`src/rtl/xmb_pkg.sv`:
```
package xmb_pkg;
  // Request kinds; the fourth encoding is reserved and never accepted.
  typedef enum logic [1:0] {
    XK_CODE = 2'd0,
    XK_DRD  = 2'd1,
    XK_DWR  = 2'd2,
    XK_RSV  = 2'd3
  } xk_t;
endpackage

```
`src/rtl/xmb_seq.sv`:
```
module xmb_seq #(
  parameter int MC_CLKS = 12,
  localparam int PW = $clog2(MC_CLKS)
) (
  input  logic          clk,
  input  logic          rst,
  input  logic          start,
  output logic          busy,
  output logic [PW-1:0] ph,
  output logic          done,
  output logic          act_nxt,
  output logic [PW-1:0] ph_nxt
);
  localparam logic [PW-1:0] LAST = PW'(MC_CLKS - 1);

  always_comb begin
    act_nxt = busy;
    ph_nxt  = ph;
    if (!busy) begin
      if (start) begin
        act_nxt = 1'b1;
        ph_nxt  = '0;
      end
    end else if (ph == LAST) begin
      act_nxt = 1'b0;
      ph_nxt  = '0;
    end else begin
      ph_nxt = ph + 1'b1;
    end
  end

  always_ff @(posedge clk) begin
    if (rst) begin
      busy <= 1'b0;
      ph   <= '0;
      done <= 1'b0;
    end else begin
      busy <= act_nxt;
      ph   <= ph_nxt;
      done <= busy && (ph == LAST);
    end
  end


  done_idle_chk: assert property (@(posedge clk) disable iff (rst)
    done |-> !busy);

  busy_hold_chk: assert property (@(posedge clk) disable iff (rst)
    (busy && ph != LAST) |=> busy);
endmodule

```
`src/rtl/xmb_pins.sv`:
```
module xmb_pins
  import xmb_pkg::*;
#(
  parameter int MC_CLKS = 12,
  parameter int AW = 16,
  parameter int DW = 8,
  localparam int PW = $clog2(MC_CLKS)
) (
  input  logic          clk,
  input  logic          rst,
  input  logic          act_nxt,
  input  logic [PW-1:0] ph_nxt,
  input  xk_t           kind_n,
  input  logic          ext_n,
  input  logic [AW-1:0] addr_n,
  input  logic [DW-1:0] wdata_n,
  output logic          ale,
  output logic          psen_n,
  output logic          rd_n,
  output logic          wr_n,
  output logic          ad_oe,
  output logic [DW-1:0] ad_out,
  output logic [AW-DW-1:0] a_hi
);
  localparam int ALE_OFF = MC_CLKS / 4;
  localparam int DOUT_ON = ALE_OFF + 1;
  localparam int STB_ON  = ALE_OFF + 2;
  localparam int STB_OFF = MC_CLKS - 1;

  int  p;
  logic stb_win;
  assign p       = int'(ph_nxt);
  assign stb_win = (p >= STB_ON) && (p < STB_OFF);

  always_ff @(posedge clk) begin
    if (rst) begin
      ale    <= 1'b0;
      psen_n <= 1'b1;
      rd_n   <= 1'b1;
      wr_n   <= 1'b1;
      ad_oe  <= 1'b0;
      ad_out <= '0;
      a_hi   <= '0;
    end else begin
      ale    <= 1'b0;
      psen_n <= 1'b1;
      rd_n   <= 1'b1;
      wr_n   <= 1'b1;
      ad_oe  <= 1'b0;
      ad_out <= '0;
      a_hi   <= '0;
      if (act_nxt && ext_n) begin
        a_hi <= addr_n[AW-1:DW];
        if (p < ALE_OFF) ale <= 1'b1;
        if (p < DOUT_ON) begin
          ad_oe  <= 1'b1;
          ad_out <= addr_n[DW-1:0];
        end else if (kind_n == XK_DWR) begin
          ad_oe  <= 1'b1;
          ad_out <= wdata_n;
        end
        if (stb_win) begin
          case (kind_n)
            XK_CODE: psen_n <= 1'b0;
            XK_DRD:  rd_n   <= 1'b0;
            XK_DWR:  wr_n   <= 1'b0;
            default: ;
          endcase
        end
      end
    end
  end


  one_strobe_chk: assert property (@(posedge clk) disable iff (rst)
    $countones({~psen_n, ~rd_n, ~wr_n}) <= 1);

  ale_vs_strobe_chk: assert property (@(posedge clk) disable iff (rst)
    ale |-> (psen_n && rd_n && wr_n));

  addr_hold_chk: assert property (@(posedge clk) disable iff (rst)
    $fell(ale) |-> ad_oe);

  wr_setup_chk: assert property (@(posedge clk) disable iff (rst)
    $fell(wr_n) |-> $past(ad_oe));

  wr_hold_chk: assert property (@(posedge clk) disable iff (rst)
    $rose(wr_n) |-> ad_oe);
endmodule

```
`src/rtl/xmb_ctrl.sv`:
```
module xmb_ctrl
  import xmb_pkg::*;
#(
  parameter int MC_CLKS = 12,
  parameter int AW = 16,
  parameter int DW = 8
) (
  input  logic             clk,
  input  logic             rst,
  input  logic             req_valid,
  input  logic [1:0]       req_kind,
  input  logic [AW-1:0]    req_addr,
  input  logic [DW-1:0]    req_wdata,
  input  logic             ea_n,
  output logic             busy,
  output logic             done,
  output logic             rom_fetch,
  output logic [DW-1:0]    rdata,
  output logic [DW-1:0]    ad_out,
  output logic             ad_oe,
  input  logic [DW-1:0]    ad_in,
  output logic [AW-DW-1:0] a_hi,
  output logic             ale,
  output logic             psen_n,
  output logic             rd_n,
  output logic             wr_n
);
  localparam int PW = $clog2(MC_CLKS);
  localparam logic [PW-1:0] LAST     = PW'(MC_CLKS - 1);
  localparam logic [PW-1:0] SAMPLE_P = PW'(MC_CLKS - 2);

  logic          start, act_nxt;
  logic [PW-1:0] ph, ph_nxt;
  xk_t           r_kind, kind_n;
  logic          r_ext, ext_n;
  logic [AW-1:0] r_addr, addr_n;
  logic [DW-1:0] r_wd, wd_n;
  xk_t           req_k;

  assign req_k  = xk_t'(req_kind);
  assign start  = req_valid && !busy && (req_k != XK_RSV);
  assign kind_n = start ? req_k : r_kind;
  assign ext_n  = start ? ((req_k != XK_CODE) || !ea_n) : r_ext;
  assign addr_n = start ? req_addr : r_addr;
  assign wd_n   = start ? req_wdata : r_wd;

  always_ff @(posedge clk) begin
    if (rst) begin
      r_kind <= XK_CODE;
      r_ext  <= 1'b0;
      r_addr <= '0;
      r_wd   <= '0;
    end else begin
      r_kind <= kind_n;
      r_ext  <= ext_n;
      r_addr <= addr_n;
      r_wd   <= wd_n;
    end
  end

  xmb_seq #(.MC_CLKS(MC_CLKS)) u_seq (
    .clk(clk), .rst(rst), .start(start), .busy(busy), .ph(ph),
    .done(done), .act_nxt(act_nxt), .ph_nxt(ph_nxt)
  );

  xmb_pins #(.MC_CLKS(MC_CLKS), .AW(AW), .DW(DW)) u_pins (
    .clk(clk), .rst(rst), .act_nxt(act_nxt), .ph_nxt(ph_nxt),
    .kind_n(kind_n), .ext_n(ext_n), .addr_n(addr_n), .wdata_n(wd_n),
    .ale(ale), .psen_n(psen_n), .rd_n(rd_n), .wr_n(wr_n),
    .ad_oe(ad_oe), .ad_out(ad_out), .a_hi(a_hi)
  );

  // Capture read data on the last clock the read strobe is low.
  always_ff @(posedge clk) begin
    if (rst) begin
      rdata     <= '0;
      rom_fetch <= 1'b0;
    end else begin
      rom_fetch <= busy && (ph == LAST) && !r_ext;
      if (busy && r_ext && (r_kind != XK_DWR) && (ph == SAMPLE_P))
        rdata <= ad_in;
    end
  end


  psen_src_chk: assert property (@(posedge clk) disable iff (rst)
    !psen_n |-> (r_ext && r_kind == XK_CODE));

  rd_busy_chk: assert property (@(posedge clk) disable iff (rst)
    !rd_n |-> busy);

  rsv_idle_chk: assert property (@(posedge clk) disable iff (rst)
    (!busy && req_valid && req_kind == 2'd3) |=> !busy);
endmodule

```
`config.mk`:
```
export PLATFORM = sky130hd
export DESIGN_NAME = xmb_ctrl
export DESIGN_NICKNAME = d
export VERILOG_FILES = /design/src/rtl/xmb_pkg.sv /design/src/rtl/xmb_seq.sv /design/src/rtl/xmb_pins.sv /design/src/rtl/xmb_ctrl.sv
export SDC_FILE = /design/constraint.sdc
export NUM_CORES = 1
export LEC_CHECK = 0
export BUFFER_PORTS_ARGS = -buffer_cell sky130_fd_sc_hd__buf_2
export CORE_ASPECT_RATIO = 1.2
export CORE_MARGIN = 3
export CORE_UTILIZATION = 50
export DETAILED_ROUTE_END_ITERATION = 8
export PLACE_DENSITY_LB_ADDON = 0.1
export SLEW_MARGIN = 20
export SYNTH_ARGS = -nofsm -noshare
export SYNTH_HDL_FRONTEND = slang
export SYNTH_SLANG_ARGS = --single-unit
```
`constraint.sdc`:
```
create_clock -name clk -period 2.7 [get_ports clk]
set_input_delay 0.135 -clock clk [delete_from_list [all_inputs] [get_ports clk]]
set_output_delay 0.135 -clock clk [all_outputs]
set_load 0.03 [all_outputs]
```
After elaboration in Yosys (flattened, before gate mapping) --
Cells that the tools add are included.
Word-level totals: register bits 63, output and inout port bits 32, bits of input ports 38, logic and storage cells 64
Operators by class: add/sub/neg operators 1, muxes and demuxes 18, bitwise gates (word level) 2, reductions and logical operators 17, order comparisons 4, equal/unequal tests 6
Operator list (count):
- 8-bit 2-to-1 mux | 3
- 16-bit 2-to-1 mux | 1
- 4-bit 2-to-1 mux | 3
- 1-bit 2-to-1 mux | 10
- 1-bit logical AND | 9
- 4-bit equality test, second input constant | 2
- 4-bit by 1-bit adder with 4-bit output, second input constant | 1
- 4-bit by 3-bit >= comparator with 1-bit output, second input constant | 1
- 4-bit by 2-bit less-than comparator with 1-bit output, second input constant | 1
- 4-bit by 3-bit less-than comparator with 1-bit output, second input constant | 1
- 4-bit less-than comparator, second input constant | 1
- 2-bit != test, second input constant | 2
- 1-bit zero test | 3
- 3-bit OR reduction | 1
- 2-bit by 1-bit equality test with 1-bit output, second input constant | 1
- 2-bit equality test, second input constant | 1
- 2-bit zero test | 1
- 2-bit 2-to-1 mux | 1
- 1-bit NOT | 2
- 2-bit nonzero test | 1
- 2-bit OR reduction | 1
- 1-bit logical OR | 1

Depth between registers and ports, before layout --
Gate-level depths: netlist (run 1).
word-level depth 9, depth in mapped cells 8, mapped depth without buffers 7

Modules after synthesis --
A second synthesis (run 1) with hierarchy kept.
Unflattened totals: cells, all modules 297, area total of the unflattened synthesis 2621.3 µm²
By module, submodules not included:
- xmb_ctrl | times used 1, cells each 189, area an instance 1565.3 µm²
- xmb_pins | times used 1, cells each 73, area an instance 739.5 µm²
- xmb_seq | times used 1, cells each 35, area an instance 316.6 µm²

Least setup slack after synthesis (run 1) --
Ideal clock, no wire load.
kind flip-flop to flip-flop, from reg u_seq.ph[0], to reg u_pins.wr_n, arrival time 1.823 ns, path buffers 2, required time 2.571 ns, stages on the path, launching flop included 9, slack 0.748 ns, path through dfxtp_1 -> ha_1 -> buf_2 -> nand3b_1 -> mux2_2 -> o21ai_1 -> or3b_1 -> buf_6 -> nand2b_1
Between the ends: cells in the longest elaborated chain, start to end 7, elaborated cells between the ends (all ways) 14, those cells by class add/sub (1); order compare (2); eq/ne (1); mux (5); bitwise (2); reduce/logical (3)
RTL lines:
- start: declaration | line xmb_seq.sv:9 | output logic [PW-1:0] ph,
- start signal: assignment | line xmb_seq.sv:39 | ph <= ph_nxt;
- 4-bit by 1-bit adder with 4-bit output or 4-bit equality test (tied branches) | line xmb_seq.sv:28, xmb_seq.sv:24
- 4-bit 2-to-1 mux | line xmb_seq.sv:24 | end else if (ph == LAST) begin
- 4-bit 2-to-1 mux | line xmb_seq.sv:19 | if (!busy) begin
- 4-bit by 3-bit >= comparator with 1-bit output or 4-bit less-than comparator (tied branches) | line xmb_pins.sv:33 | assign stb_win = (p >= STB_ON) && (p < STB_OFF);
- 1-bit logical AND | line xmb_pins.sv:33
- 1-bit NOT (no source line)
- 3-bit OR reduction (no source line) (*)
- end signal: assignment | line xmb_pins.sv:40 | wr_n <= 1'b1;
- end signal: assignment | line xmb_pins.sv:48 | wr_n <= 1'b1;
- end signal: assignment | line xmb_pins.sv:66 | XK_DWR: wr_n <= 1'b0;
- end: declaration | line xmb_pins.sv:20 | output logic wr_n,
Mark *: on every way between the ends. The rest lies on a longest branch, timed or not. A chain may end at the register's enable or synchronous reset.

Worst setup path in the final report (run 1) --
Same ends and word-level chain as after synthesis.

==> metrics, run 1 <==
synth warn=0; crit path kind=reg2reg; Hold Buf Count CTS=0; sequential fraction of the synthesis area=0.530; sw frac=0.248; DRC viols=0; Slew HR=0.469; Setup-failing EPs final=0; Iteration-0 DRC Markers=125; Hold Violations, Final=0; first-pass GRT wire length=~8000 um; status=finished, final reports clean; CP Max Fanout=9; Switch Pwr=0.495 mW; CP Buf/Inv Count=0; power per cell area=a little under 700 mW/mm^2; Post-Syn Area per Cell=around 9.5 um^2; Hold Startpoint=ad_in[3]; Clk pwr share=0.404; FF+latch area=between 0.001 and 0.0015 mm^2; area grow syn2layout=24.1%; TNS Setup=0 ns; Routability Congestion=approximately 0.8; Min-Delay Path Depth=3; Seq cells post-synth=63; fmax=0.440 GHz; Post-synth ARST share=0; final worst-path cycle share=0.842; vias in the first global route=1,847; Gate Count Post-Synth=between 200 and 300; Crit path max-delay family=simple AND/OR/NAND/NOR gates; clk_skew=0.00856 ns; Synth area leader=dfxtp_1; CTS Root Cell=clkbuf_8; Leak=1.33 nW; RSZ-0062 raised after global routing=no; Worst path max stage delay=between 0.5 and 0.6 ns; most frequent cell after synthesis=dfxtp_1; Sequential Power Share=0.492; area of the multi-input gates=between 0.001 and 0.0015 mm^2; Vias per Instance=between 5 and 6; Initial Util=0.538; combinational share of power=0.104; clk sinks=between 60 and 70; gr usage total=0.193; Worst EP arrival=~2.5 ns; Initial DRT Pass Iterations=5; Post-CTS Setup Bufs=0; clk slew on worst S/H paths=0.07 ns; Worst R2R Start=u_seq.ph[0]$_SDFF_PP0_; Mapped Nets=slightly below 300; core outline area=between 0.004 and 0.005 mm^2; largest net degree at the start of global routing=43; Period minus WS final=roughly 2.3 ns; fill count=around 380; H-tree depth=3; Internal=roughly 1.5 mW; initial antenna violation count=0; pre-CTS setup slack=~0.45 ns; GRT overflow=0; Synth area leaders=dfxtp_1, mux2i_1, nor2_1; FP Rows=26; io pins=70; total of max-cap violations=0; post-route setup slack=0.427 ns; Netlist cell types=38; Port Buf Inserts=69; number of flops mapped to enable cells by yosys=0; synth cell count leaders=dfxtp_1, nor2_1, mux2i_1, nand2_1, a21oi_1; Levels on crit path=6; WL/cell=around 13 um; CTS tree=built; proportion of layout cells with a drive suffix above 1=0.286; Slew Viols, Final=0; Antenna diodes=0; WP data required=approximately 2.9 ns; die width=~70 um; CP endpoint kind=flip-flop; Worst-Skew Late Latency=~0.33 ns; post-DP HPWL=3360 um; final wirelength=4980 um; Final ANT Viol Nets=0; post-layout net count=360; Synth Cell Area=~0.0024 mm^2; Die Y=~80 um; slowest CP cell=or3b_1; via count=1,973; IR drop worst, VDD=approximately 0.39 mV; R2R depth=6; CP startpoint kind=flip-flop; post-CTS sizing=0; DIE AREA=between 0.005 and 0.006 mm^2; Clock Path Buffers=2; actual slew at the worst max-slew pin=about 0.8 ns; Tightest Hold Check Type=in2reg; total CTS buffers=9; Setup crit start=u_seq.ph[0]$_SDFF_PP0_; critical path cell sequence=ha_1 -> nand3_1 -> mux2_2 -> o21ai_1 -> or3b_1 -> nand2b_1; most used flip-flop cell after synthesis=dfxtp_1; Synth top area share=0.530
-- power groups by stage --
stage               sequential [mW]  combinational [mW]  clock (mW)
finish                        0.983               0.208       0.806
global route                  0.986               0.232       0.861
CTS                           0.983               0.210       0.818
detailed placement             1.00               0.209           0
global placement               1.00               0.207           0
floorplan                      1.02               0.117           0
-- worst paths after layout --
kind	slack, ns	end
setup / recovery	0.43	u_pins.wr_n$_SDFF_PP1_
hold / removal	0.04	rdata[3]$_SDFFE_PP0P_
setup reg to reg	0.43	u_pins.wr_n$_SDFF_PP1_
hold reg to reg	0.45	r_addr[0]$_SDFF_PP0_
-- per-stage QoR --
step / util / power, mW / cells / cell area (um^2) / hold slack [ns]
after floorplan: - / 1.14 / 251 / 2380 / 0.271
after global placement: 0.623 / 1.21 / 365 / 2760 / 0.370
after detailed placement: 0.623 / 1.21 / 365 / 2760 / 0.377
after CTS: 0.668 / 2.01 / 381 / 2950 / 0.0336
after global routing: 0.668 / 2.08 / 381 / 2950 / 0.0385
final: 0.668 / 2.00 / 381 / 2950 / 0.0387
-- placed cells by master, fill, tap and decap left out, types with 2 or more instances in the layout --
| master | n |
|---|---|
| ha_1 | 2 |
| buf_2 | 69 |
| mux2i_1 | 24 |
| nand2_1 | 24 |
| a21oi_1 | 14 |
| nor2_1 | 44 |
| o22ai_1 | 10 |
| clkinv_2 | 2 |
| nor2b_1 | 7 |
| nand2b_1 | 5 |
| a22oi_1 | 8 |
| nand3_1 | 2 |
| a21boi_1 | 2 |
| inv_1 | 2 |
| o21ai_1 | 2 |
| clkbuf_8 | 10 |
| dfxtp_1 | 63 |
| nand3b_1 | 2 |
| buf_4 | 5 |
| nor3_1 | 6 |
-- cell type report --
class | instances | share of cell area
clock buffer | 11 | 0.0479
clock inverter | 5 | 0.0191
inverter | 2 | 0.00254
multi-input combinational | 170 | 0.350
sequential | 63 | 0.427
tap | 56 | 0.0237
timing repair buffer | 74 | 0.130
-- sequential cells by signal (all words and copies together), names as in the netlist --
name and cells:
r_addr 16, u_pins.wr_n 1, rdata 8, u_pins.ale 1
u_seq.busy 1, r_wd 8, u_pins.ad_out 8, u_pins.ad_oe 1
u_pins.psen_n 1, u_pins.rd_n 1, u_pins.a_hi 8, rom_fetch 1
r_ext 1, u_seq.done 1, u_seq.ph 4, r_kind 2
-- layer usage --
| layer | GRT usage | vias up | wire length, um |
|---|---|---|---|
| met4 | 0.109 | 0 | 97 |
| met1 | 0.241 | 901 | 2230 |
| met5 | 0 | - | 0 |
| met2 | 0.296 | 68 | 2240 |
| li1 | - | 995 | - |
| met3 | 0.0534 | 9 | 414 |
-- kinds of logic (layout without fill, tap and decap cells) --
group                    count (synthesis)  in the layout  share of synthesized area
AND/OR/NAND/NOR                         97             97                      0.188
flip-flops                              63             63                      0.530
AO/OA/AOI/OAI                           45             45                      0.127
multiplexers                            25             25                      0.106
buffers and inverters                   18             92                     0.0352
adder cells (fa/ha/maj)                  2              2                     0.0105
XOR/XNOR                                 1              1                    0.00368
-- worst reg2reg max path, cell delays in order (launching register included) --
cell      delay [ns]
dfxtp_1         0.47
ha_1            0.36
nand3_1         0.11
mux2_2          0.29
o21ai_1         0.15
or3b_1          0.56
nand2b_1        0.21
Power figures use the tool's default switching activity.
==> run 2, diff against run 1 <==
--- a/config.mk
+++ b/config.mk
@@ -5,10 +5,11 @@
 export SDC_FILE = /design/constraint.sdc
 export NUM_CORES = 1
 export LEC_CHECK = 0
+export ABC_AREA = 1
 export BUFFER_PORTS_ARGS = -buffer_cell sky130_fd_sc_hd__buf_2
 export CORE_ASPECT_RATIO = 1.2
 export CORE_MARGIN = 3
-export CORE_UTILIZATION = 50
+export CORE_UTILIZATION = 46
 export DETAILED_ROUTE_END_ITERATION = 8
 export PLACE_DENSITY_LB_ADDON = 0.1
 export SLEW_MARGIN = 20
==> constraint.sdc (replaced) <==
create_clock -name clk -period 1.93 [get_ports clk]
set_input_delay 0.0965 -clock clk [delete_from_list [all_inputs] [get_ports clk]]
set_output_delay 0.0965 -clock clk [all_outputs]
set_load 0.03 [all_outputs]
==> metrics, run 2 <==
status=finished, final reports clean (unchanged); Slew Viols, Final=0 (unchanged); Synth Cell Area=0.00240 mm^2 (was 0.00238 mm^2); Largest register FFs=16 (unchanged); Antenna diodes=0 (unchanged); Netlist cell types=22 (was 38); vias in the first global route=2,084 (was 1,847); area grow syn2layout=25.1% (was 24.1%); Sequential Power Share=0.500 (was 0.492); total of max-cap violations=0 (unchanged); clk slew on worst S/H paths=0.06 ns (was 0.07 ns); Post-CTS Setup Bufs=0 (unchanged); Vias per Instance=4.69 (was 5.18); Gate Count Post-Synth=313 (was 251); final wirelength=5060 um (was 4980 um); GRT overflow=0 (unchanged); Period minus WS final=1.69 ns (was 2.27 ns); synth cell count leaders=nand2_1, dfxtp_1, nor2_1 (was dfxtp_1, nor2_1, mux2i_1, nand2_1, a21oi_1); sequential fraction of the synthesis area=0.525 (was 0.530); WL/cell=11.2 um (was 13.1 um); DRC viols=0 (unchanged); Setup-failing EPs final=0 (unchanged); Clock Path Buffers=2 (unchanged); Placed Area=0.00280 mm^2 (was 0.00276 mm^2); crit path kind=reg2reg (unchanged); H-tree depth=3 (unchanged); clk sinks=63 (unchanged); worst setup path end=u_pins.rd_n$_SDFF_PP1_ (was u_pins.wr_n$_SDFF_PP1_); Initial Util=0.483 (was 0.538); largest net degree at the start of global routing=24 (was 43); Setup crit start=u_seq.ph[0]$_SDFF_PP0_ (unchanged); DIE AREA=0.00613 mm^2 (was 0.00563 mm^2); most frequent cell after synthesis=nand2_1 (was dfxtp_1); via count=2,125 (was 1,973); CTS Root Cell=clkbuf_8 (unchanged); Tightest Hold Check Type=in2reg (unchanged); core outline area=0.00497 mm^2 (was 0.00442 mm^2); CTS tree=built (unchanged); R2R depth=9 (was 6); Synth area leader=dfxtp_1 (unchanged); clk_skew=0.00673 ns (was 0.00856 ns); Worst EP arrival=1.95 ns (was 2.48 ns); Seq cells post-synth=63 (unchanged); Clk pwr share=0.390 (was 0.404); WP data required=2.20 ns (was 2.90 ns); CP Max Fanout=9 (unchanged); Min-Delay Path Depth=3 (unchanged); IR drop worst, VDD=0.489 mV (was 0.390 mV); Post-synth ARST share=0 (unchanged); Initial DRT Pass Iterations=4 (was 5); actual slew at the worst max-slew pin=0.474 ns (was 0.796 ns); synth warn=0 (unchanged); Synth area leaders=dfxtp_1, nand2_1, nor2_1 (was dfxtp_1, mux2i_1, nor2_1); Final ANT Viol Nets=0 (unchanged); Internal=2.07 mW (was 1.50 mW); Hold Violations, Final=0 (unchanged); Die Y=85.2 um (was 81.6 um); commonest non-fill, non-tap cell in the layout=nand2_1 (was buf_2); Leak=1.54 nW (was 1.33 nW); Mapped Nets=353 (was 291); post-DP HPWL=3630 um (was 3360 um); design area=0.00301 mm^2 (was 0.00295 mm^2); total CTS buffers=9 (unchanged); CP startpoint kind=flip-flop (unchanged); Reg2Reg Capture Point=u_pins.rd_n$_SDFF_PP1_ (was u_pins.wr_n$_SDFF_PP1_); final worst-path cycle share=0.875 (was 0.842); die width=72.0 um (was 69.0 um); fill count=479 (was 382); gr usage total=0.186 (was 0.193); Synth top area share=0.525 (was 0.530); Iteration-0 DRC Markers=170 (was 125); Slew HR=0.684 (was 0.469); io pins=70 (unchanged); sw frac=0.249 (was 0.248); Worst-Skew Late Latency=0.33 ns (about the same); Post-Syn Area per Cell=7.68 um^2 (was 9.48 um^2); TNS Setup=0 ns (unchanged); Most flops, register=r_addr (unchanged); most frequent cells in the layout=nand2_1, buf_2, dfxtp_1, nor2_1, nand3_1 (was buf_2, dfxtp_1, nor2_1, nand2_1, mux2i_1); proportion of layout cells with a drive suffix above 1=0.257 (was 0.286); Switch Pwr=0.685 mW (was 0.495 mW); RSZ-0062 raised after global routing=no (unchanged); fmax=0.592 GHz (was 0.440 GHz); number of flops mapped to enable cells by yosys=0 (unchanged); Worst R2R Start=u_seq.ph[0]$_SDFF_PP0_ (unchanged); R2R Setup Slk=0.24 ns (was 0.43 ns); FP Rows=28 (was 26); Port Buf Inserts=69 (unchanged); power per cell area=916 mW/mm^2 (was 676 mW/mm^2); combinational share of power=0.110 (was 0.104); post-layout net count=428 (was 360); Routability Congestion=0.862 (was 0.797); initial antenna violation count=0 (unchanged); CP endpoint kind=flip-flop (unchanged); most used flip-flop cell after synthesis=dfxtp_1 (unchanged); first-pass GRT wire length=9000 um (was 8030 um)
run 2: worst max-delay path, stage by stage, from the launching register on:
cell and delay [ns]:
dfxtp_1 0.43, ha_1 0.25, nand3_1 0.13, nand2_1 0.10, inv_1 0.05, nand2_1 0.06, nand2_1 0.09, nor2_2 0.30
nor2_1 0.12, nand3_1 0.10
run 2: per-stage QoR:
| stage | std cells | hold WS (ns) | power [mW] | util | setup WS, ns |
|---|---|---|---|---|---|
| floorplan | 313 | 0.241 | 1.62 | - | 0.393 |
| global placement | 436 | 0.349 | 1.71 | 0.562 | 0.255 |
| detailed placement | 436 | 0.353 | 1.71 | 0.562 | 0.220 |
| CTS | 452 | 0.000973 | 2.79 | 0.601 | 0.201 |
| global route | 453 | 0.00582 | 2.91 | 0.605 | 0.0412 |
| finish | 453 | 0.00824 | 2.75 | 0.605 | 0.241 |
run 2: layout make-up:
cell class                      instances  area, um^2  share of cell area
Timing Repair Buffer                   75         393               0.131
Multi-Input combinational cell        215         993               0.330
Inverter                               24        90.1              0.0300
Tap cell                               60        75.1              0.0250
Sequential cell                        63        1260               0.419
Clock inverter                          2        12.5             0.00416
Clock buffer                           14         183              0.0607
run 2: worst min-delay path by stage:
stage	end	startpoint	slack (ns)
after floorplan	rdata[0]$_SDFFE_PP0P_	ad_in[0]	0.24
after global placement	rdata[3]$_SDFFE_PP0P_	ad_in[3]	0.35
after detailed placement	rdata[3]$_SDFFE_PP0P_	ad_in[3]	0.35
after CTS	rdata[6]$_SDFFE_PP0P_	ad_in[6]	0.001
after global routing	rdata[4]$_SDFFE_PP0P_	ad_in[4]	0.006
final	rdata[7]$_SDFFE_PP0P_	ad_in[7]	0.008
run 2: cells by family (layout without fill, tap and decap cells):
family,Yosys count,in the layout,share of synthesized area
AOI/OAI and AO/OA,30,30,0.0640
adders and majority gates,2,2,0.0104
buffers and inverters,35,115,0.0651
DFF,63,63,0.525
muxes,8,8,0.0333
and+or+nand+nor,175,175,0.302
run 2: routing by layer:
metal / up-vias / track usage / share of wire
met5: - / 0 / 0
met1: 933 / 0.227 / 0.45
met2: 54 / 0.292 / 0.47
met3: 6 / 0.0699 / 0.066
li1: 1132 / - / -
met4: 0 / 0.0786 / 0.012
run 2: power by group through the flow:
stage | logic, mW | registers [mW] | clock network, mW
3_5_place_dp | 0.304 | 1.41 | 0
2_1_floorplan | 0.192 | 1.43 | 0
4_1_cts | 0.305 | 1.38 | 1.10
6_report | 0.304 | 1.38 | 1.07
3_3_place_gp | 0.302 | 1.40 | 0
5_1_grt | 0.350 | 1.38 | 1.18
run 2: what timing repair did:
item                       in CTS  in global routing
hold endpoints to repair        0                  1
resized for setup               0                  1
setup endpoints to repair       0                  2
hold buffers                    0                  1
==> run 3, diff against run 2 <==
--- a/config.mk
+++ b/config.mk
@@ -9,7 +9,7 @@
 export BUFFER_PORTS_ARGS = -buffer_cell sky130_fd_sc_hd__buf_2
 export CORE_ASPECT_RATIO = 1.2
 export CORE_MARGIN = 3
-export CORE_UTILIZATION = 46
+export CORE_UTILIZATION = 25
 export DETAILED_ROUTE_END_ITERATION = 8
 export PLACE_DENSITY_LB_ADDON = 0.1
 export SLEW_MARGIN = 20
==> metrics, run 3 (synthesized netlist as in run 2, its figures left out) <==
Worst-Skew Late Latency=0.33 ns (about the same); Slew Viols, Final=0 (unchanged); clk slew on worst S/H paths=0.08 ns (was 0.06 ns); die width=95.5 um (was 72.0 um); R2R Setup Slk=0.23 ns (was 0.24 ns); final std cells w/o fill=525 (was 453); WP data required=2.20 ns (about the same); Setup-failing EPs final=0 (unchanged); Most flops, register=r_addr (unchanged); Hold Violations, Final=0 (unchanged); final wirelength=5990 um (was 5060 um); total power=2.87 mW (was 2.75 mW); post-DP HPWL=4350 um (was 3630 um); clk sinks=63 (unchanged); Final ANT Viol Nets=0 (unchanged); hold_ws=0.0238 ns (was 0.00824 ns); gr usage total=0.118 (was 0.186); Routability Congestion=0.767 (was 0.862); post-route setup slack=0.230 ns (was 0.241 ns); commonest non-fill, non-tap cell in the layout=nand2_1 (unchanged); most frequent cells in the layout=nand2_1, buf_2, dfxtp_1, nor2_1, nand3_1 (unchanged); H-tree depth=3 (unchanged); Largest register FFs=16 (unchanged); io pins=70 (unchanged); Worst EP arrival=1.97 ns (was 1.95 ns); first-pass GRT wire length=9890 um (was 9000 um); Initial Util=0.261 (was 0.483); Worst R2R Start=u_seq.busy$_SDFF_PP0_ (was u_seq.ph[0]$_SDFF_PP0_); fmax=0.588 GHz (was 0.592 GHz); Post-CTS Setup Bufs=0 (unchanged); GRT overflow=0 (unchanged); Cell Count Post-Placement=500 (was 436); Iteration-0 DRC Markers=107 (was 170); largest net degree at the start of global routing=28 (was 24); clk_skew=0.0111 ns (was 0.00673 ns); final core occ=0.347 (was 0.605); total CTS buffers=9 (unchanged); DRC viols=0 (unchanged); Initial DRT Pass Iterations=4 (unchanged); RSZ-0062 raised after global routing=no (unchanged); CP startpoint kind=flip-flop (unchanged); Worst Hold End=r_addr[9]$_SDFF_PP0_ (was rdata[7]$_SDFFE_PP0P_); power per cell area=896 mW/mm^2 (was 916 mW/mm^2); Hold Buf Count CTS=9 (was 0); Port Buf Inserts=69 (unchanged); Period minus WS final=1.70 ns (was 1.69 ns); status=finished, final reports clean (unchanged); TNS Setup=0 ns (unchanged); Min-Delay Path Depth=3 (unchanged); Placed Area=0.00290 mm^2 (was 0.00280 mm^2); initial antenna violation count=0 (unchanged); R2R depth=9 (unchanged); Reg2Reg Capture Point=u_pins.ad_out[0]$_SDFF_PP0_ (was u_pins.rd_n$_SDFF_PP1_); proportion of layout cells with a drive suffix above 1=0.262 (was 0.257); post-CTS sizing=0 (unchanged); CTS Root Cell=clkbuf_8 (unchanged); area grow syn2layout=33.1% (was 25.1%); WL/cell=11.4 um (was 11.2 um); actual slew at the worst max-slew pin=0.585 ns (was 0.474 ns); Slew HR=0.610 (was 0.684); vias in the first global route=2,129 (was 2,084); FP Rows=38 (was 28); Tightest Hold Check Type=in2reg (unchanged); design area=0.00320 mm^2 (was 0.00301 mm^2); total of max-cap violations=0 (unchanged); Antenna diodes=0 (unchanged); CTS tree=built (unchanged); core outline area=0.00922 mm^2 (was 0.00497 mm^2); pre-CTS setup slack=0.237 ns (was 0.220 ns); CP endpoint kind=flip-flop (unchanged); DIE AREA=0.0108 mm^2 (was 0.00613 mm^2); CP Max Fanout=20 (was 9); Leak=1.58 nW (was 1.54 nW); via count=2,171 (was 2,125); Clock Path Buffers=2 (unchanged); final worst-path cycle share=0.881 (was 0.875); IR drop worst, VDD=0.309 mV (was 0.489 mV); post-layout net count=440 (was 428); crit path kind=reg2reg (unchanged); Hold Startpoint=req_addr[9] (was ad_in[7]); Die Y=113 um (was 85.2 um); Vias per Instance=4.14 (was 4.69)
-- run 3: worst max path at each step --
stage                                start                     endpoint  slack [ns]  cells past startpoint
global placement    u_seq.ph[3]$_SDFF_PP0_    u_pins.a_hi[0]$_SDFF_PP0_        0.23                      8
CTS                  u_seq.busy$_SDFF_PP0_  u_pins.ad_out[0]$_SDFF_PP0_        0.22                      9
floorplan            u_seq.busy$_SDFF_PP0_  u_pins.ad_out[0]$_SDFF_PP0_        0.39                     10
global route         u_seq.busy$_SDFF_PP0_  u_pins.ad_out[6]$_SDFF_PP0_        0.01                      9
detailed placement   u_seq.busy$_SDFF_PP0_  u_pins.ad_out[0]$_SDFF_PP0_        0.24                     10
finish               u_seq.busy$_SDFF_PP0_  u_pins.ad_out[0]$_SDFF_PP0_        0.23                      9
-- run 3: layout make-up --
type                       count  area, um^2
inverter                      24        90.1
timing repair buffer          87         503
fill                        1031        6030
clock buffer                  10         138
tap                          120         150
multi-input combinational    215         986
clock inverter                 6        70.1
sequential                    63        1260
-- run 3: layer usage --
layer,global-route usage,part of all wire,vias up
met2,0.196,0.48,40
li1,-,-,1155
met5,0,0,-
met4,0.0569,0.015,0
met3,0.0310,0.051,6
met1,0.140,0.45,970
-- run 3: critical path: stages, from the launching register on --
cell and delay [ns]:
dfxtp_1 0.47, inv_2 0.10, nand3_2 0.15, buf_4 0.25, nand2_1 0.09, nand2_1 0.12, nand2_2 0.15, nor2_1 0.12
nand3_1 0.10, nand2_1 0.08
-- run 3: where the power goes --
part	switching [mW]	leakage (nW)	total [mW]	internal (mW)
sequential	0.0187	0.513	1.37	1.35
clock	0.526	0.0947	1.16	0.635
combinational	0.204	0.977	0.331	0.127
total	0.749	1.58	2.87	2.12
